`src/rtl/gpio_irq_pkg.sv`:
```
package gpio_irq_pkg;

    localparam int CFG_OUT_EN   = 0;
    localparam int CFG_IN_EN    = 1;
    localparam int CFG_BUF_EN   = 2;
    localparam int CFG_IRQ_EN   = 3;
    localparam int CFG_TRIG_LSB = 5;
    localparam int TRIG_W       = 3;

    typedef enum logic [TRIG_W-1:0] {
        TRIG_LVL_HI = 3'd0,
        TRIG_LVL_LO = 3'd1,
        TRIG_RISE   = 3'd2,
        TRIG_FALL   = 3'd3,
        TRIG_BOTH   = 3'd4
    } trig_e;

    typedef struct packed {
        logic [TRIG_W-1:0] trig;
        logic              irq_en;
        logic              buf_en;
        logic              in_en;
        logic              out_en;
    } pin_cfg_t;

    function automatic pin_cfg_t cfg_from_word(input logic [31:0] w);
        pin_cfg_t c;
        c.out_en = w[CFG_OUT_EN];
        c.in_en  = w[CFG_IN_EN];
        c.buf_en = w[CFG_BUF_EN];
        c.irq_en = w[CFG_IRQ_EN];
        c.trig   = w[CFG_TRIG_LSB +: TRIG_W];
        return c;
    endfunction

    function automatic logic [31:0] cfg_to_word(input pin_cfg_t c);
        logic [31:0] w;
        w = '0;
        w[CFG_OUT_EN]               = c.out_en;
        w[CFG_IN_EN]                = c.in_en;
        w[CFG_BUF_EN]               = c.buf_en;
        w[CFG_IRQ_EN]               = c.irq_en;
        w[CFG_TRIG_LSB +: TRIG_W]   = c.trig;
        return w;
    endfunction

endpackage

```
`src/rtl/gpio_in_stage.sv`:
```
module gpio_in_stage #(
    parameter int W = 32
) (
    input  logic         clk,
    input  logic         rst_n,
    input  logic [W-1:0] raw,
    output logic [W-1:0] sync,
    output logic [W-1:0] prev
);

    typedef struct packed {
        logic [W-1:0] meta;
        logic [W-1:0] sync;
        logic [W-1:0] prev;
    } stage_t;

    stage_t st_d, st_q;

    always_comb begin
        st_d      = st_q;
        st_d.meta = raw;
        st_d.sync = st_q.meta;
        st_d.prev = st_q.sync;
    end

    always_ff @(posedge clk or negedge rst_n) begin
        if (!rst_n) st_q <= '0;
        else        st_q <= st_d;
    end

    assign sync = st_q.sync;
    assign prev = st_q.prev;

endmodule

```
`src/rtl/gpio_trig_det.sv`:
```
module gpio_trig_det
    import gpio_irq_pkg::*;
(
    input  logic              cur,
    input  logic              prev,
    input  logic [TRIG_W-1:0] trig,
    output logic              hit
);

    always_comb begin
        case (trig)
            TRIG_LVL_HI: hit = cur;
            TRIG_LVL_LO: hit = !cur;
            TRIG_RISE:   hit = cur && !prev;
            TRIG_FALL:   hit = !cur && prev;
            TRIG_BOTH:   hit = cur ^ prev;
            default:     hit = 1'b0;
        endcase
    end

endmodule

```
`src/rtl/gpio_irq_bank.sv`:
```
module gpio_irq_bank
    import gpio_irq_pkg::*;
#(
    parameter int NPINS = 32,
    parameter int AW    = 8,
    parameter int DW    = 32
) (
    input  logic             clk,
    input  logic             rst_n,
    input  logic [AW-1:0]    bus_addr,
    input  logic             bus_wr,
    input  logic [DW-1:0]    bus_wdata,
    output logic [DW-1:0]    bus_rdata,
    input  logic [NPINS-1:0] pad_in,
    output logic [NPINS-1:0] pad_out,
    output logic [NPINS-1:0] pad_oe,
    output logic [NPINS-1:0] irq
);

    localparam int WIDX_W = AW - 2;
    localparam int PIDX_W = $clog2(NPINS);
    localparam logic [WIDX_W-1:0] WORD_PEND = WIDX_W'(32);
    localparam logic [WIDX_W-1:0] WORD_IN   = WIDX_W'(33);
    localparam logic [WIDX_W-1:0] WORD_OUT  = WIDX_W'(34);
    localparam logic [WIDX_W-1:0] WORD_NCFG = WIDX_W'(NPINS);

    typedef struct packed {
        pin_cfg_t [NPINS-1:0] cfg;
        logic     [NPINS-1:0] pend;
        logic     [NPINS-1:0] outv;
    } regs_t;

    regs_t st_d, st_q;

    logic [WIDX_W-1:0] word_idx;
    logic [PIDX_W-1:0] pin_idx;
    logic              sel_cfg, sel_pend, sel_in, sel_out;
    logic [NPINS-1:0]  sync_v, prev_v, hit_v, clr_v;
    logic [1:0]        unused_lsb;

    assign word_idx   = bus_addr[AW-1:2];
    assign pin_idx    = bus_addr[PIDX_W+1:2];
    assign unused_lsb = bus_addr[1:0];

    assign sel_cfg  = (word_idx < WORD_NCFG);
    assign sel_pend = (word_idx == WORD_PEND);
    assign sel_in   = (word_idx == WORD_IN);
    assign sel_out  = (word_idx == WORD_OUT);

    assign clr_v = (bus_wr && sel_pend) ? bus_wdata[NPINS-1:0] : '0;

    gpio_in_stage #(.W(NPINS)) u_in_stage (
        .clk  (clk),
        .rst_n(rst_n),
        .raw  (pad_in),
        .sync (sync_v),
        .prev (prev_v)
    );

    // Next-state: register writes, then pending update with detection winning
    always_comb begin
        st_d = st_q;
        if (bus_wr && sel_cfg) begin
            st_d.cfg[pin_idx] = cfg_from_word(bus_wdata);
        end
        if (bus_wr && sel_out) begin
            st_d.outv = bus_wdata[NPINS-1:0];
        end
        st_d.pend = (st_q.pend & ~clr_v) | hit_v;
    end

    always_ff @(posedge clk or negedge rst_n) begin
        if (!rst_n) st_q <= '0;
        else        st_q <= st_d;
    end

    // Read decode
    always_comb begin
        bus_rdata = '0;
        if (sel_cfg) begin
            bus_rdata = DW'(cfg_to_word(st_q.cfg[pin_idx]));
        end else if (sel_pend) begin
            bus_rdata[NPINS-1:0] = st_q.pend;
        end else if (sel_in) begin
            bus_rdata[NPINS-1:0] = sync_v;
        end else if (sel_out) begin
            bus_rdata[NPINS-1:0] = st_q.outv;
        end
    end

    for (genvar i = 0; i < NPINS; i++) begin : g_pin
        gpio_trig_det u_det (
            .cur (sync_v[i]),
            .prev(prev_v[i]),
            .trig(st_q.cfg[i].trig),
            .hit (hit_v[i])
        );

        assign pad_oe[i]  = st_q.cfg[i].out_en && st_q.cfg[i].buf_en;
        assign pad_out[i] = pad_oe[i] && st_q.outv[i];
        assign irq[i]     = st_q.pend[i] && st_q.cfg[i].irq_en;

        // a held high level keeps the pending bit set
        p_lvl_hold_r5: assert property (@(posedge clk) disable iff (!rst_n)
            (st_q.cfg[i].trig == TRIG_LVL_HI && sync_v[i]) |=> st_q.pend[i]);

        // reserved codes never raise a bit
        p_bad_trig_r9: assert property (@(posedge clk) disable iff (!rst_n)
            (st_q.cfg[i].trig > 3'd4 && !st_q.pend[i]) |=> !st_q.pend[i]);

        // a clear without coincident detection empties the bit
        p_clear_r7: assert property (@(posedge clk) disable iff (!rst_n)
            (clr_v[i] && !hit_v[i]) |=> !st_q.pend[i]);

        // without detection or clear the bit holds
        p_hold_r6: assert property (@(posedge clk) disable iff (!rst_n)
            (!clr_v[i] && !hit_v[i]) |=> $stable(st_q.pend[i]));

        // enabling drive and buffer turns the pad driver on
        p_oe_on_r3: assert property (@(posedge clk) disable iff (!rst_n)
            (bus_wr && sel_cfg && pin_idx == PIDX_W'(i)
             && bus_wdata[CFG_OUT_EN] && bus_wdata[CFG_BUF_EN]) |=> pad_oe[i]);
    end

endmodule

```
`config.mk`:
```
export PLATFORM = sky130hd
export DESIGN_NAME = gpio_irq_bank
export DESIGN_NICKNAME = d
export VERILOG_FILES = /design/src/rtl/gpio_irq_pkg.sv /design/src/rtl/gpio_in_stage.sv /design/src/rtl/gpio_trig_det.sv /design/src/rtl/gpio_irq_bank.sv
export SDC_FILE = /design/constraint.sdc
export NUM_CORES = 1
export LEC_CHECK = 0
export BUFFER_PORTS_ARGS = -buffer_cell sky130_fd_sc_hd__buf_2
export CORE_MARGIN = 2
export CORE_UTILIZATION = 38
export CTS_CLUSTER_SIZE = 24
export DETAILED_ROUTE_END_ITERATION = 10
export GPL_ROUTABILITY_DRIVEN = 0
export PLACE_DENSITY = 0.66
export SLEW_MARGIN = 20
export SYNTH_ARGS = -nofsm -noshare
export SYNTH_HDL_FRONTEND = slang
export SYNTH_HIERARCHICAL = 1
export SYNTH_SLANG_ARGS = --single-unit
```
`constraint.sdc`:
```
create_clock -name clk -period 2 [get_ports clk]
set_input_delay 0.4 -clock clk [delete_from_list [all_inputs] [get_ports clk]]
set_output_delay 0.4 -clock clk [all_outputs]
set_load 0.03 [all_outputs]
```
==> metrics.txt, run 1 <==
# TYPE chip_impl_metric gauge
chip_impl_metric{name="synth-simple-area-share",unit="%"} 10.9
chip_impl_metric{name="vias_in_the_first_global_route",unit=""} 14900
chip_impl_metric{name="core-area",unit="µm²"} 49900
chip_impl_metric{name="hold_slack",unit="ns"} 0.0531
chip_impl_metric{name="viasPerCell",unit=""} 5.38
chip_impl_metric{name="number_of_antenna_violations_at_the_first_check_in_global_routing",unit=""} 2
chip_impl_metric{name="p_leak",unit="nW"} 12.6
chip_impl_metric{name="drc",unit=""} 0
chip_impl_metric{name="first_pass_iters",unit=""} 7
chip_impl_metric{name="worst_skew_pair.late_latency",unit="ns"} 0.58
chip_impl_metric{name="maxSlewViolCount",unit=""} 0
chip_impl_metric{name="synth_fp_nets",unit=""} 1622
chip_impl_metric{name="post-route-min-period",unit="ns"} 2.69
chip_impl_info{name="status",value="finished, violations left"} 1
chip_impl_metric{name="cts_max_path_buffers",unit=""} 3
chip_impl_metric{name="p_sw_share",unit="%"} 27.2
chip_impl_metric{name="grt_overflow",unit=""} 0
chip_impl_metric{name="synth_seq_cells",unit=""} 384
chip_impl_metric{name="power_frac_seq",unit="%"} 41.4
chip_impl_metric{name="net-switching-power",unit="mW"} 6.12
chip_impl_metric{name="wl_met1",unit="mm"} 26.1
chip_impl_metric{name="drv_cap",unit=""} 0
chip_impl_metric{name="power.ir.vdd_worst",unit="V"} 0.000750
chip_impl_metric{name="ff2ff_setup_slack",unit="ns"} 0.31
chip_impl_metric{name="synth_sequential_area_ratio",unit="%"} 50.3
chip_impl_metric{name="synth.yosys.warnings",unit=""} 6
chip_impl_metric{name="met3_length",unit="mm"} 5.18
chip_impl_info{name="critPathLaunchType",value="flop"} 1
chip_impl_info{name="hold_class",value="in -> reg"} 1
chip_impl_metric{name="synth_compound_area_share",unit="%"} 4.61
chip_impl_metric{name="initialDrtViolationCount",unit=""} 1251
chip_impl_metric{name="die_h",unit="µm"} 228
chip_impl_metric{name="layout.filler_cells",unit=""} 4321
chip_impl_metric{name="final_ant_viol_nets",unit=""} 0
chip_impl_metric{name="met2_wire_len",unit="mm"} 28.2
chip_impl_metric{name="synth_enable_flop_cells",unit=""} 0
chip_impl_metric{name="clock.fmax",unit="MHz"} 371
chip_impl_metric{name="layout-area-overhead-vs-synth",unit="%"} 35.0
chip_impl_info{name="synth_top_family_by_area",value="multiplexers"} 1
chip_impl_metric{name="row_count",unit=""} 82
chip_impl_metric{name="dr_total_vias",unit=""} 14400
chip_impl_metric{name="cell_internal_pwr",unit="mW"} 16.4
chip_impl_info{name="postSynth.topFlopCell",value="dfrtp_1"} 1
chip_impl_metric{name="n_antenna_cell",unit=""} 0
chip_impl_metric{name="route.detailed.wl_per_inst",unit="µm"} 23.0
chip_impl_metric{name="combinationalPowerShare",unit="%"} 18.9
chip_impl_metric{name="synth.area.mux_share",unit="%"} 23.7
chip_impl_metric{name="clock_power_share",unit="%"} 39.7
chip_impl_metric{name="worst_pin_slew",unit="ns"} 0.710
chip_impl_metric{name="setup_viol",unit=""} 32
chip_impl_info{name="setup_repair_after_global_routing_missed_its_margin",value="true"} 1
chip_impl_metric{name="regArea",unit="µm²"} 9610
chip_impl_info{name="cts_tree",value="done"} 1
chip_impl_metric{name="multiInputGateArea",unit="µm²"} 8820
chip_impl_metric{name="finalSetupTns",unit="ns"} -12.86
chip_impl_info{name="critPathKind",value="reg -> out"} 1
chip_impl_metric{name="port-buffer-count",unit=""} 200
chip_impl_metric{name="critical_path_arrival",unit="ns"} 2.29
chip_impl_metric{name="syn_inst",unit=""} 1483
chip_impl_info{name="topRoutingLayerUsed",value="met5"} 1
chip_impl_metric{name="powerDensity",unit="nW/µm²"} 872
chip_impl_metric{name="design.portCount",unit=""} 203
chip_impl_metric{name="grt_start_max_net_pins",unit=""} 101
chip_impl_metric{name="synth_xor_xnor_area_share",unit="%"} 1.47
chip_impl_metric{name="slew-limit-headroom",unit="%"} 52.7
chip_impl_metric{name="die_area",unit="µm²"} 52100
chip_impl_metric{name="final_min_period_over_clock_period",unit="%"} 135
chip_impl_metric{name="tritoncts_num_sinks",unit=""} 384
chip_impl_metric{name="final_worst_setup_slack",unit="ns"} -0.693
chip_impl_info{name="ctsRootBufferMaster",value="clkbuf_16"} 1
chip_impl_metric{name="worst_setup_hold_path_clk_slew",unit="ns"} 0.06
chip_impl_metric{name="timing.critical_path.required",unit="ns"} 1.60
chip_impl_metric{name="overall_fraction_of_global_route_tracks_in_use",unit="%"} 23.6
chip_impl_metric{name="htree_levels",unit=""} 2
chip_impl_metric{name="drive_above_1_share",unit="%"} 47.6
chip_impl_metric{name="mappedNetlistArea",unit="µm²"} 19100
chip_impl_metric{name="final-hold-violation-count",unit=""} 0
chip_impl_metric{name="synthArstFlopShare",unit="%"} 100
chip_impl_metric{name="cts_made_buffers",unit=""} 44
chip_impl_info{name="nature_of_the_critical_path_endpoint",value="primary output"} 1
chip_impl_metric{name="share_of_synthesized_cell_area_in_full_adder_half_adder_and_majority_cells",unit="%"} 4.19
chip_impl_metric{name="initial_core_util",unit="%"} 38.3
chip_impl_metric{name="totalWireLength",unit="mm"} 61.8
chip_impl_info{name="failed_checks",value="negative setup slack"} 1
chip_impl_metric{name="syn_area_per_cell",unit="µm²"} 12.9
chip_impl_metric{name="worst_clock_skew",unit="ns"} 0.0198
chip_impl_metric{name="critPathMaxFanout",unit=""} 2
chip_impl_metric{name="num-nets-final",unit=""} 2118
chip_impl_metric{name="die-width",unit="µm"} 228
chip_impl_metric{name="netlist-cell-type-count",unit=""} 48
chip_impl_metric{name="first_pass_grt_wire_length",unit="mm"} 93.0
chip_impl_metric{name="hpwl",unit="mm"} 43.8
-- synthesized netlist by cell type, types with 27 or more instances --
library cell    n  area [µm²]
and3_1         38         238
or3_1          32         200
mux2i_1        58         581
buf_2          27         135
nor4b_1        32         280
buf_4          38         285
a21o_1         36         270
inv_1          90         338
ha_1           64         801
nor3_1         35         175
xnor2_1        32         280
mux4_2         47        1060
mux2_2        245        2760
nor3b_1        34         255
nand2_1        48         180
and2_1         68         425
dfrtp_1       384        9610
clkbuf_1       38         143
-- critical path, stage by stage, from the launching register on --
cell and delay, ns:
dfrtp_1 0.43, mux4_2 0.48, a21o_1 0.22, a211oi_2 0.26
a31oi_4 0.16, buf_6 0.17
-- power by group through the flow --
| stage | Clock (mW) | Sequential, mW | Combinational [mW] |
|---|---|---|---|
| 2_1_floorplan | 0 | 9.18 | 2.20 |
| 3_3_place_gp | 0 | 9.39 | 3.91 |
| 3_5_place_dp | 0 | 9.40 | 4.04 |
| 6_report | 8.94 | 9.32 | 4.26 |
| 4_1_cts | 9.09 | 9.27 | 4.23 |
| 5_1_grt | 9.42 | 9.37 | 4.56 |
-- flip-flops by register name, summed over array words and instances, names as in the netlist --
signal,count
u_in_stage/prev,32
u_in_stage/sync,32
st_q,288
u_in_stage/st_d,32
-- cell usage in the layout, fill, tap and decap left out, types with 42 or more instances in the layout --
master,instances
buf_4,273
nand2_1,48
clkbuf_16,47
mux4_2,47
and2_1,68
buf_6,42
dfrtp_1,381
inv_1,69
ha_1,64
mux2i_1,58
mux2_2,245
buf_2,163
-- area by class of cell --
type / instances / area share, %
Clock buffer: 57 / 4.74
Timing Repair Buffer: 556 / 17.9
Inverter: 90 / 1.32
Multi-Input combinational cell: 903 / 34.2
Tap cell: 672 / 3.26
Clock inverter: 19 / 1.40
Sequential cell: 384 / 37.2
-- metrics by stage --
stage	util, %	worst slack (ns)	std cells	area, µm²	total power [mW]
final	51.8	-0.693	2681	25800	22.5
after global routing	51.8	-0.763	2681	25800	23.4
after CTS	51.6	-0.698	2675	25700	22.6
after detailed placement	46.3	-0.823	2541	23100	13.4
after global placement	46.3	-0.767	2541	23100	13.3
after floorplan	-	-0.225	1483	19300	11.4
-- cells by family (layout without fill, tap and decap cells) --
group,after synthesis,count (layout)
AOI/OAI and AO/OA,117,117
xor gates and xnor gates,32,32
adders and majority gates,64,64
buffers and inverters,196,722
DFF,384,384
muxes,361,361
and+or+nand+nor,329,329
-- per-layer routing --
metal,global-route usage (%),vias to the layer above
li1,-,6312
met1,32.0,7390
met2,36.7,576
met3,6.19,132
met4,8.31,4
met5,0,-
-- final timing paths --
path | end | depth (start not counted) | from
min | st_q[28] | 2 | bus_wdata[28]
min in group asynchronous | u_in_stage/st_d[56] | 2 | rst_n
min reg2reg | u_in_stage/sync[18] | 0 | u_in_stage/st_d[50]
max in group asynchronous | u_in_stage/prev[0] | 3 | rst_n
max reg2reg | st_q[61] | 6 | u_in_stage/sync[29]
max | bus_rdata[6] | 5 | st_q[237]
-- repair_timing --
item | 4_1_cts | 5_1_grt
resized for setup | 119 | 14
pin swaps | 27 | 14
hold endpoints to repair | 282 | 0
buffers inserted | 21 | 8
hold buffers | 33 | 0
endpoints found under the setup margin | 32 | 32
gates cloned | 9 | 1
No activity file was read; power rests on OpenSTA's default activity.
==> run 2: changes to the inputs <==
--- a/config.mk
+++ b/config.mk
@@ -5,7 +5,7 @@
 export SDC_FILE = /design/constraint.sdc
 export NUM_CORES = 1
 export LEC_CHECK = 0
-export BUFFER_PORTS_ARGS = -buffer_cell sky130_fd_sc_hd__buf_2
+export BUFFER_PORTS_ARGS = -buffer_cell sky130_fd_sc_hd__clkbuf_2
 export CORE_MARGIN = 2
 export CORE_UTILIZATION = 38
 export CTS_CLUSTER_SIZE = 24
==> constraint.sdc (replaced) <==
create_clock -name clk -period 2.2 [get_ports clk]
set_input_delay 0.44 -clock clk [delete_from_list [all_inputs] [get_ports clk]]
set_output_delay 0.44 -clock clk [all_outputs]
set_load 0.03 [all_outputs]
==> run 2 against run 1 <==
  * The run still ends with negative setup slack left
  * Sequential share of layout area grew 0.94 points
  * Setup slack gained 0.19 ns
  * Count of clock-buffer cells in the layout grew 9
  * Critical endpoint is now bus_rdata[0]
==> metrics.txt, run 2 (synthesis results as in run 1) <==
# TYPE chip_impl_metric gauge
chip_impl_metric{name="viasPerCell",unit=""} 5.44
chip_impl_metric{name="post-route-min-period",unit="ns"} 2.70
chip_impl_info{name="registers.top_by_ff_count",value="st_q"} 1
chip_impl_metric{name="grt_start_max_net_pins",unit=""} 60
chip_impl_metric{name="largest_register_ffs",unit=""} 288
chip_impl_metric{name="cell_internal_pwr",unit="mW"} 14.2
chip_impl_metric{name="design.portCount",unit=""} 203
chip_impl_metric{name="clock.fmax",unit="MHz"} 370
chip_impl_metric{name="port-buffer-count",unit=""} 200
chip_impl_info{name="most-common-layout-cells",value="dfrtp_1, mux2_2, buf_4, clkbuf_2, inv_1"} 1
chip_impl_metric{name="preCtsSetupSlack",unit="ns"} -0.543
chip_impl_metric{name="first_pass_grt_wire_length",unit="mm"} 92.9
chip_impl_info{name="critPathKind",value="reg -> out"} 1
chip_impl_metric{name="clock_power_share",unit="%"} 38.3
chip_impl_metric{name="die_area",unit="µm²"} 52100
chip_impl_metric{name="setup_viol",unit=""} 32
chip_impl_metric{name="layout-area-overhead-vs-synth",unit="%"} 31.7
chip_impl_metric{name="hpwl",unit="mm"} 42.7
chip_impl_metric{name="worst_skew_pair.late_latency",unit="ns"} 0.57
chip_impl_metric{name="route.detailed.wl_per_inst",unit="µm"} 23.9
chip_impl_metric{name="drive_above_1_share",unit="%"} 44.1
chip_impl_metric{name="number_of_antenna_violations_at_the_first_check_in_global_routing",unit=""} 3
chip_impl_metric{name="drc",unit=""} 0
chip_impl_metric{name="row_count",unit=""} 82
chip_impl_metric{name="slew-limit-headroom",unit="%"} 45.3
chip_impl_info{name="cts_tree",value="done"} 1
chip_impl_info{name="ctsRootBufferMaster",value="clkbuf_16"} 1
chip_impl_info{name="nature_of_the_critical_path_endpoint",value="primary output"} 1
chip_impl_metric{name="worst_clock_skew",unit="ns"} 0.0138
chip_impl_metric{name="hold_slack",unit="ns"} 0.112
chip_impl_metric{name="timing.critical_path.required",unit="ns"} 1.76
chip_impl_metric{name="worst_setup_hold_path_clk_slew",unit="ns"} 0.06
chip_impl_metric{name="placed_area",unit="µm²"} 22200
chip_impl_metric{name="worst_pin_slew",unit="ns"} 0.820
chip_impl_metric{name="maxSlewViolCount",unit=""} 0
chip_impl_info{name="critPathLaunchType",value="flop"} 1
chip_impl_metric{name="totalWireLength",unit="mm"} 62.0
chip_impl_metric{name="die-width",unit="µm"} 228
chip_impl_metric{name="layout.filler_cells",unit=""} 4318
chip_impl_metric{name="die_h",unit="µm"} 228
chip_impl_metric{name="first_pass_iters",unit=""} 8
chip_impl_metric{name="power_frac_seq",unit="%"} 43.9
chip_impl_metric{name="net-switching-power",unit="mW"} 5.38
chip_impl_metric{name="htree_levels",unit=""} 2
chip_impl_metric{name="power.ir.vdd_worst",unit="V"} 0.000552
chip_impl_metric{name="num-nets-final",unit=""} 2030
chip_impl_metric{name="post-route-cell-area",unit="µm²"} 25200
chip_impl_metric{name="powerDensity",unit="nW/µm²"} 779
chip_impl_info{name="status",value="finished, violations left"} 1
chip_impl_info{name="hold_class",value="in -> reg"} 1
chip_impl_metric{name="final-hold-violation-count",unit=""} 0
chip_impl_metric{name="grt_overflow",unit=""} 0
chip_impl_metric{name="core-area",unit="µm²"} 49900
chip_impl_metric{name="overall_fraction_of_global_route_tracks_in_use",unit="%"} 23.7
chip_impl_metric{name="final_worst_setup_slack",unit="ns"} -0.503
chip_impl_info{name="mostFrequentLayoutCell",value="dfrtp_1"} 1
chip_impl_metric{name="initialDrtViolationCount",unit=""} 1291
chip_impl_metric{name="final_min_period_over_clock_period",unit="%"} 123
chip_impl_metric{name="cts_made_buffers",unit=""} 43
chip_impl_metric{name="drv_cap",unit=""} 0
chip_impl_metric{name="vias_in_the_first_global_route",unit=""} 14800
chip_impl_metric{name="final_ant_viol_nets",unit=""} 0
chip_impl_info{name="failed_checks",value="negative setup slack"} 1
chip_impl_info{name="setup_repair_after_global_routing_missed_its_margin",value="true"} 1
chip_impl_metric{name="combinationalPowerShare",unit="%"} 17.9
chip_impl_metric{name="critPathMaxFanout",unit=""} 2
chip_impl_metric{name="tritoncts_num_sinks",unit=""} 384
chip_impl_metric{name="p_leak",unit="nW"} 12.1
chip_impl_metric{name="critical_path_arrival",unit="ns"} 2.26
chip_impl_metric{name="initial_core_util",unit="%"} 38.3
chip_impl_metric{name="cts_max_path_buffers",unit=""} 3
chip_impl_metric{name="dr_total_vias",unit=""} 14100
chip_impl_metric{name="p_sw_share",unit="%"} 27.4
## run 2: final timing paths
path                                     start             endpoint  slack, ns  cells after the start
min in group asynchronous                rst_n  u_in_stage/sync[14]       0.42                      2
max in group asynchronous                rst_n  u_in_stage/st_d[62]       1.02                      3
min                              bus_wdata[30]             st_q[30]       0.11                      2
min reg2reg                u_in_stage/st_d[32]   u_in_stage/sync[0]       0.34                      0
max                                  st_q[274]         bus_rdata[0]      -0.50                      5
max reg2reg                u_in_stage/sync[22]             st_q[54]       0.47                      6
## run 2: worst max-delay path, stage by stage, from the launching register on
cell and delay, ns:
dfrtp_1 0.40, mux4_2 0.50, a221o_1 0.37, nor2_2 0.13, a31oi_4 0.13, buf_8 0.16
## run 2: cell type report
cell class / count / area (µm²) / area share, %
Timing Repair Buffer: 469 / 4080 / 16.2
Tap cell: 672 / 841 / 3.34
Inverter: 90 / 340 / 1.35
Sequential cell: 384 / 9610 / 38.2
Multi-Input combinational cell: 903 / 8810 / 35.0
Clock inverter: 11 / 158 / 0.626
Clock buffer: 66 / 1330 / 5.26
Antenna cell: 1 / 2.50 / 0.00994
## run 2: per-stage QoR
stage / std cells / TNS (ns) / util [%] / power, mW
2_1_floorplan: 1483 / -0.703 / - / 10.3
3_5_place_dp: 2432 / -21.68 / 44.5 / 11.9
4_1_cts: 2582 / -6.44 / 50.3 / 19.6
3_3_place_gp: 2432 / -20.84 / 44.5 / 11.8
5_1_grt: 2595 / -8.09 / 50.5 / 20.3
6_report: 2596 / -6.79 / 50.5 / 19.6
## run 2: layer usage
layer  routed length, µm  up-vias  track usage [%]
met1               25600     7278             31.3
met5                  12        -                0
met3                5120      122             5.54
met4                2480        2             9.62
li1                    -     6163                -
met2               28700      559             37.6
## run 2: power by group through the flow
stage / logic, mW / registers, mW / clock network (mW)
2_1_floorplan: 1.99 / 8.35 / 0
3_3_place_gp: 3.07 / 8.69 / 0
3_5_place_dp: 3.17 / 8.71 / 0
4_1_cts: 3.45 / 8.57 / 7.63
5_1_grt: 3.76 / 8.66 / 7.90
6_report: 3.50 / 8.60 / 7.50
## run 2: what timing repair did
action | in CTS | in global routing
pin swaps | 27 | 22
hold endpoints to repair | 71 | 0
buffers inserted | 30 | 17
hold buffers | 33 | 0
gates resized for setup | 131 | 35
endpoints found under the setup margin | 32 | 32
cloned | 10 | 1
==> run 3: changes to the inputs <==
--- a/config.mk
+++ b/config.mk
@@ -6,13 +6,14 @@
 export NUM_CORES = 1
 export LEC_CHECK = 0
 export BUFFER_PORTS_ARGS = -buffer_cell sky130_fd_sc_hd__clkbuf_2
+export CELL_PAD_IN_SITES_DETAIL_PLACEMENT = 1
+export CELL_PAD_IN_SITES_GLOBAL_PLACEMENT = 1
 export CORE_MARGIN = 2
 export CORE_UTILIZATION = 38
 export CTS_CLUSTER_SIZE = 24
 export DETAILED_ROUTE_END_ITERATION = 10
 export GPL_ROUTABILITY_DRIVEN = 0
-export PLACE_DENSITY = 0.66
-export SLEW_MARGIN = 20
+export PLACE_DENSITY = 0.76
 export SYNTH_ARGS = -nofsm -noshare
 export SYNTH_HDL_FRONTEND = slang
 export SYNTH_HIERARCHICAL = 1
==> run 3 against run 2 <==
  * Critical path depth rose by 1
  * Largest power group unchanged
  * Wire length rose by 8.6%
  * Setup slack got worse by 0.087 ns
  * Global-route usage rose by 2.3 points
  * Critical endpoint is now bus_rdata[5]
  * Total power rose by 1.2%
  * The flow still finishes with violations (negative setup slack)
  * First-iteration DRC count fell by 8.9%
  * Highest routed layer is now met4
  * Sequential power barely moved
  * Flip-flop and latch count did not move
==> metrics.txt, run 3 (synthesis results as in run 1) <==
# TYPE chip_impl_metric gauge
chip_impl_info{name="setup_repair_after_global_routing_missed_its_margin",value="true"} 1
chip_impl_metric{name="drv_cap",unit=""} 0
chip_impl_metric{name="drc",unit=""} 0
chip_impl_info{name="failed_checks",value="negative setup slack"} 1
chip_impl_metric{name="post-route-min-period",unit="ns"} 2.79
chip_impl_metric{name="powerDensity",unit="nW/µm²"} 787
chip_impl_metric{name="worst_pin_slew",unit="ns"} 0.837
chip_impl_metric{name="first_pass_iters",unit=""} 8
chip_impl_metric{name="critical_path_arrival",unit="ns"} 2.35
chip_impl_metric{name="critPathMaxFanout",unit=""} 2
chip_impl_metric{name="grt_start_max_net_pins",unit=""} 58
chip_impl_info{name="critPathKind",value="reg -> out"} 1
chip_impl_metric{name="preCtsSetupSlack",unit="ns"} -0.624
chip_impl_metric{name="first_pass_grt_wire_length",unit="mm"} 103
chip_impl_metric{name="total_power",unit="mW"} 19.8
chip_impl_metric{name="dr_total_vias",unit=""} 14600
chip_impl_metric{name="finish.utilization",unit="%"} 50.6
chip_impl_metric{name="die-width",unit="µm"} 228
chip_impl_metric{name="tritoncts_num_sinks",unit=""} 384
chip_impl_metric{name="core-area",unit="µm²"} 49900
chip_impl_metric{name="vias_in_the_first_global_route",unit=""} 16200
chip_impl_metric{name="p_leak",unit="nW"} 12.2
chip_impl_info{name="critPathLaunchType",value="flop"} 1
chip_impl_metric{name="layout-area-overhead-vs-synth",unit="%"} 31.8
chip_impl_info{name="crit_path_top_delay_cell",value="mux4_2"} 1
chip_impl_metric{name="grt_overflow",unit=""} 0
chip_impl_metric{name="drive_above_1_share",unit="%"} 45.0
chip_impl_metric{name="row_count",unit=""} 82
chip_impl_metric{name="viasPerCell",unit=""} 5.59
chip_impl_metric{name="worst_clock_skew",unit="ns"} 0.0157
chip_impl_info{name="nature_of_the_critical_path_endpoint",value="primary output"} 1
chip_impl_metric{name="setup_viol",unit=""} 32
chip_impl_metric{name="slew-limit-headroom",unit="%"} 44.2
chip_impl_info{name="ctsRootBufferMaster",value="clkbuf_16"} 1
chip_impl_metric{name="die_h",unit="µm"} 228
chip_impl_info{name="hold_start",value="bus_wdata[30]"} 1
chip_impl_metric{name="die_area",unit="µm²"} 52100
chip_impl_info{name="path_cells",value="mux4_2 -> a22o_1 -> a21oi_2 -> buf_4 -> a31oi_4 -> buf_8"} 1
chip_impl_metric{name="final-hold-violation-count",unit=""} 0
chip_impl_metric{name="final_worst_setup_slack",unit="ns"} -0.589
chip_impl_metric{name="route.detailed.wl_per_inst",unit="µm"} 25.8
chip_impl_metric{name="timing.critical_path.required",unit="ns"} 1.76
chip_impl_info{name="hold_class",value="in -> reg"} 1
chip_impl_metric{name="worst_skew_pair.late_latency",unit="ns"} 0.59
chip_impl_metric{name="worst_setup_hold_path_clk_slew",unit="ns"} 0.06
chip_impl_metric{name="totalWireLength",unit="mm"} 67.3
chip_impl_metric{name="final_min_period_over_clock_period",unit="%"} 127
chip_impl_info{name="timing.critical_path.from",value="st_q[278]"} 1
chip_impl_info{name="critical_path.reg2reg.startpoint",value="u_in_stage/sync[3]"} 1
chip_impl_info{name="mostFrequentLayoutCell",value="dfrtp_1"} 1
chip_impl_info{name="status",value="finished, violations left"} 1
chip_impl_metric{name="clock.fmax",unit="MHz"} 359
chip_impl_info{name="registers.top_by_ff_count",value="st_q"} 1
chip_impl_metric{name="cts_made_buffers",unit=""} 45
chip_impl_metric{name="maxSlewViolCount",unit=""} 0
chip_impl_metric{name="initialDrtViolationCount",unit=""} 1176
chip_impl_info{name="most-common-layout-cells",value="dfrtp_1, mux2_2, buf_4, clkbuf_2, inv_1"} 1
chip_impl_metric{name="largest_register_ffs",unit=""} 288
chip_impl_metric{name="critical_path.max_stage_delay",unit="ns"} 0.54
chip_impl_metric{name="design.portCount",unit=""} 203
chip_impl_metric{name="placed_instances",unit=""} 2446
chip_impl_metric{name="finish.cell_count_without_fillers",unit=""} 2611
chip_impl_metric{name="htree_levels",unit=""} 2
chip_impl_metric{name="initial_core_util",unit="%"} 38.3
chip_impl_metric{name="number_of_antenna_violations_at_the_first_check_in_global_routing",unit=""} 3
chip_impl_info{name="cts_tree",value="done"} 1
chip_impl_metric{name="num-nets-final",unit=""} 2041
chip_impl_metric{name="port-buffer-count",unit=""} 200
chip_impl_metric{name="cts_max_path_buffers",unit=""} 3
chip_impl_metric{name="final_ant_viol_nets",unit=""} 0
chip_impl_metric{name="power.ir.vdd_worst",unit="V"} 0.000666
chip_impl_metric{name="overall_fraction_of_global_route_tracks_in_use",unit="%"} 26.0
chip_impl_metric{name="hpwl",unit="mm"} 45.6
==> run 3: changes by cell type in the layout (fill, tap and decap cells not counted), moves of 3 or more <==
cell	before	now
inv_1	89	85
o22ai_1	8	5
buf_16	5	2
o22ai_2	1	4
buf_4	187	197
inv_2	0	3
==> run 3: critical path: cells and delay by family, from the launching register on <==
family,cells,cell delay (ns)
multiplexers,1,0.54
AO/OA/AOI/OAI,3,0.50
flip-flops,1,0.42
buffers and inverters,2,0.31
==> run 3: cell type report <==
type | instances | area [µm²]
fillers | 5152 | 24700
flip-flops and latches | 384 | 9610
multi-input cells | 903 | 8830
inverters | 90 | 343
diodes | 2 | 5.00
clock inverters | 15 | 144
clock buffers | 67 | 1340
well taps | 672 | 841
repair buffers | 478 | 4090
==> run 3: path summary, 6_finish.rpt <==
kind | end | slack, ns | cells past startpoint
hold / removal | st_q[30] | 0.09 | 2
max in group asynchronous | st_q[173] | 0.92 | 3
hold reg to reg | u_in_stage/sync[28] | 0.34 | 0
setup reg to reg | st_q[35] | 0.45 | 6
min in group asynchronous | u_in_stage/st_d[58] | 0.37 | 2
setup / recovery | bus_rdata[5] | -0.59 | 6
==> run 3: timing repair <==
action / CTS / global route
buffers inserted: 33 / 12
pin swaps: 22 / 21
cloned: 3 / 0
setup endpoints to repair: 32 / 32
hold endpoints to repair: 79 / 0
resized for setup: 128 / 29
hold buffers: 33 / 0
==> run 3: routing by layer <==
layer,global-route usage (%),part of all wire (%),up-vias
li1,-,-,6176
met1,34.4,42,7744
met2,41.7,47,529
met3,4.58,6.3,144
met4,11.9,4.5,0
met5,0,0,-
==> run 3: stage by stage <==
step / setup TNS [ns] / instance area [µm²] / hold WS (ns)
2_1_floorplan: -0.703 / 19300 / 0.144
3_3_place_gp: -28.13 / 22300 / 0.332
3_5_place_dp: -32.09 / 22300 / 0.336
4_1_cts: -6.16 / 25000 / 0.0662
5_1_grt: -8.33 / 25200 / 0.0818
6_report: -6.67 / 25200 / 0.0936
==> run 3: power breakdown <==
part / total (mW) / internal [mW] / switching (mW)
clock network: 7.60 / 4.46 / 3.14
logic: 3.62 / 1.84 / 1.77
registers: 8.63 / 7.79 / 0.837
total: 19.8 / 14.1 / 5.75
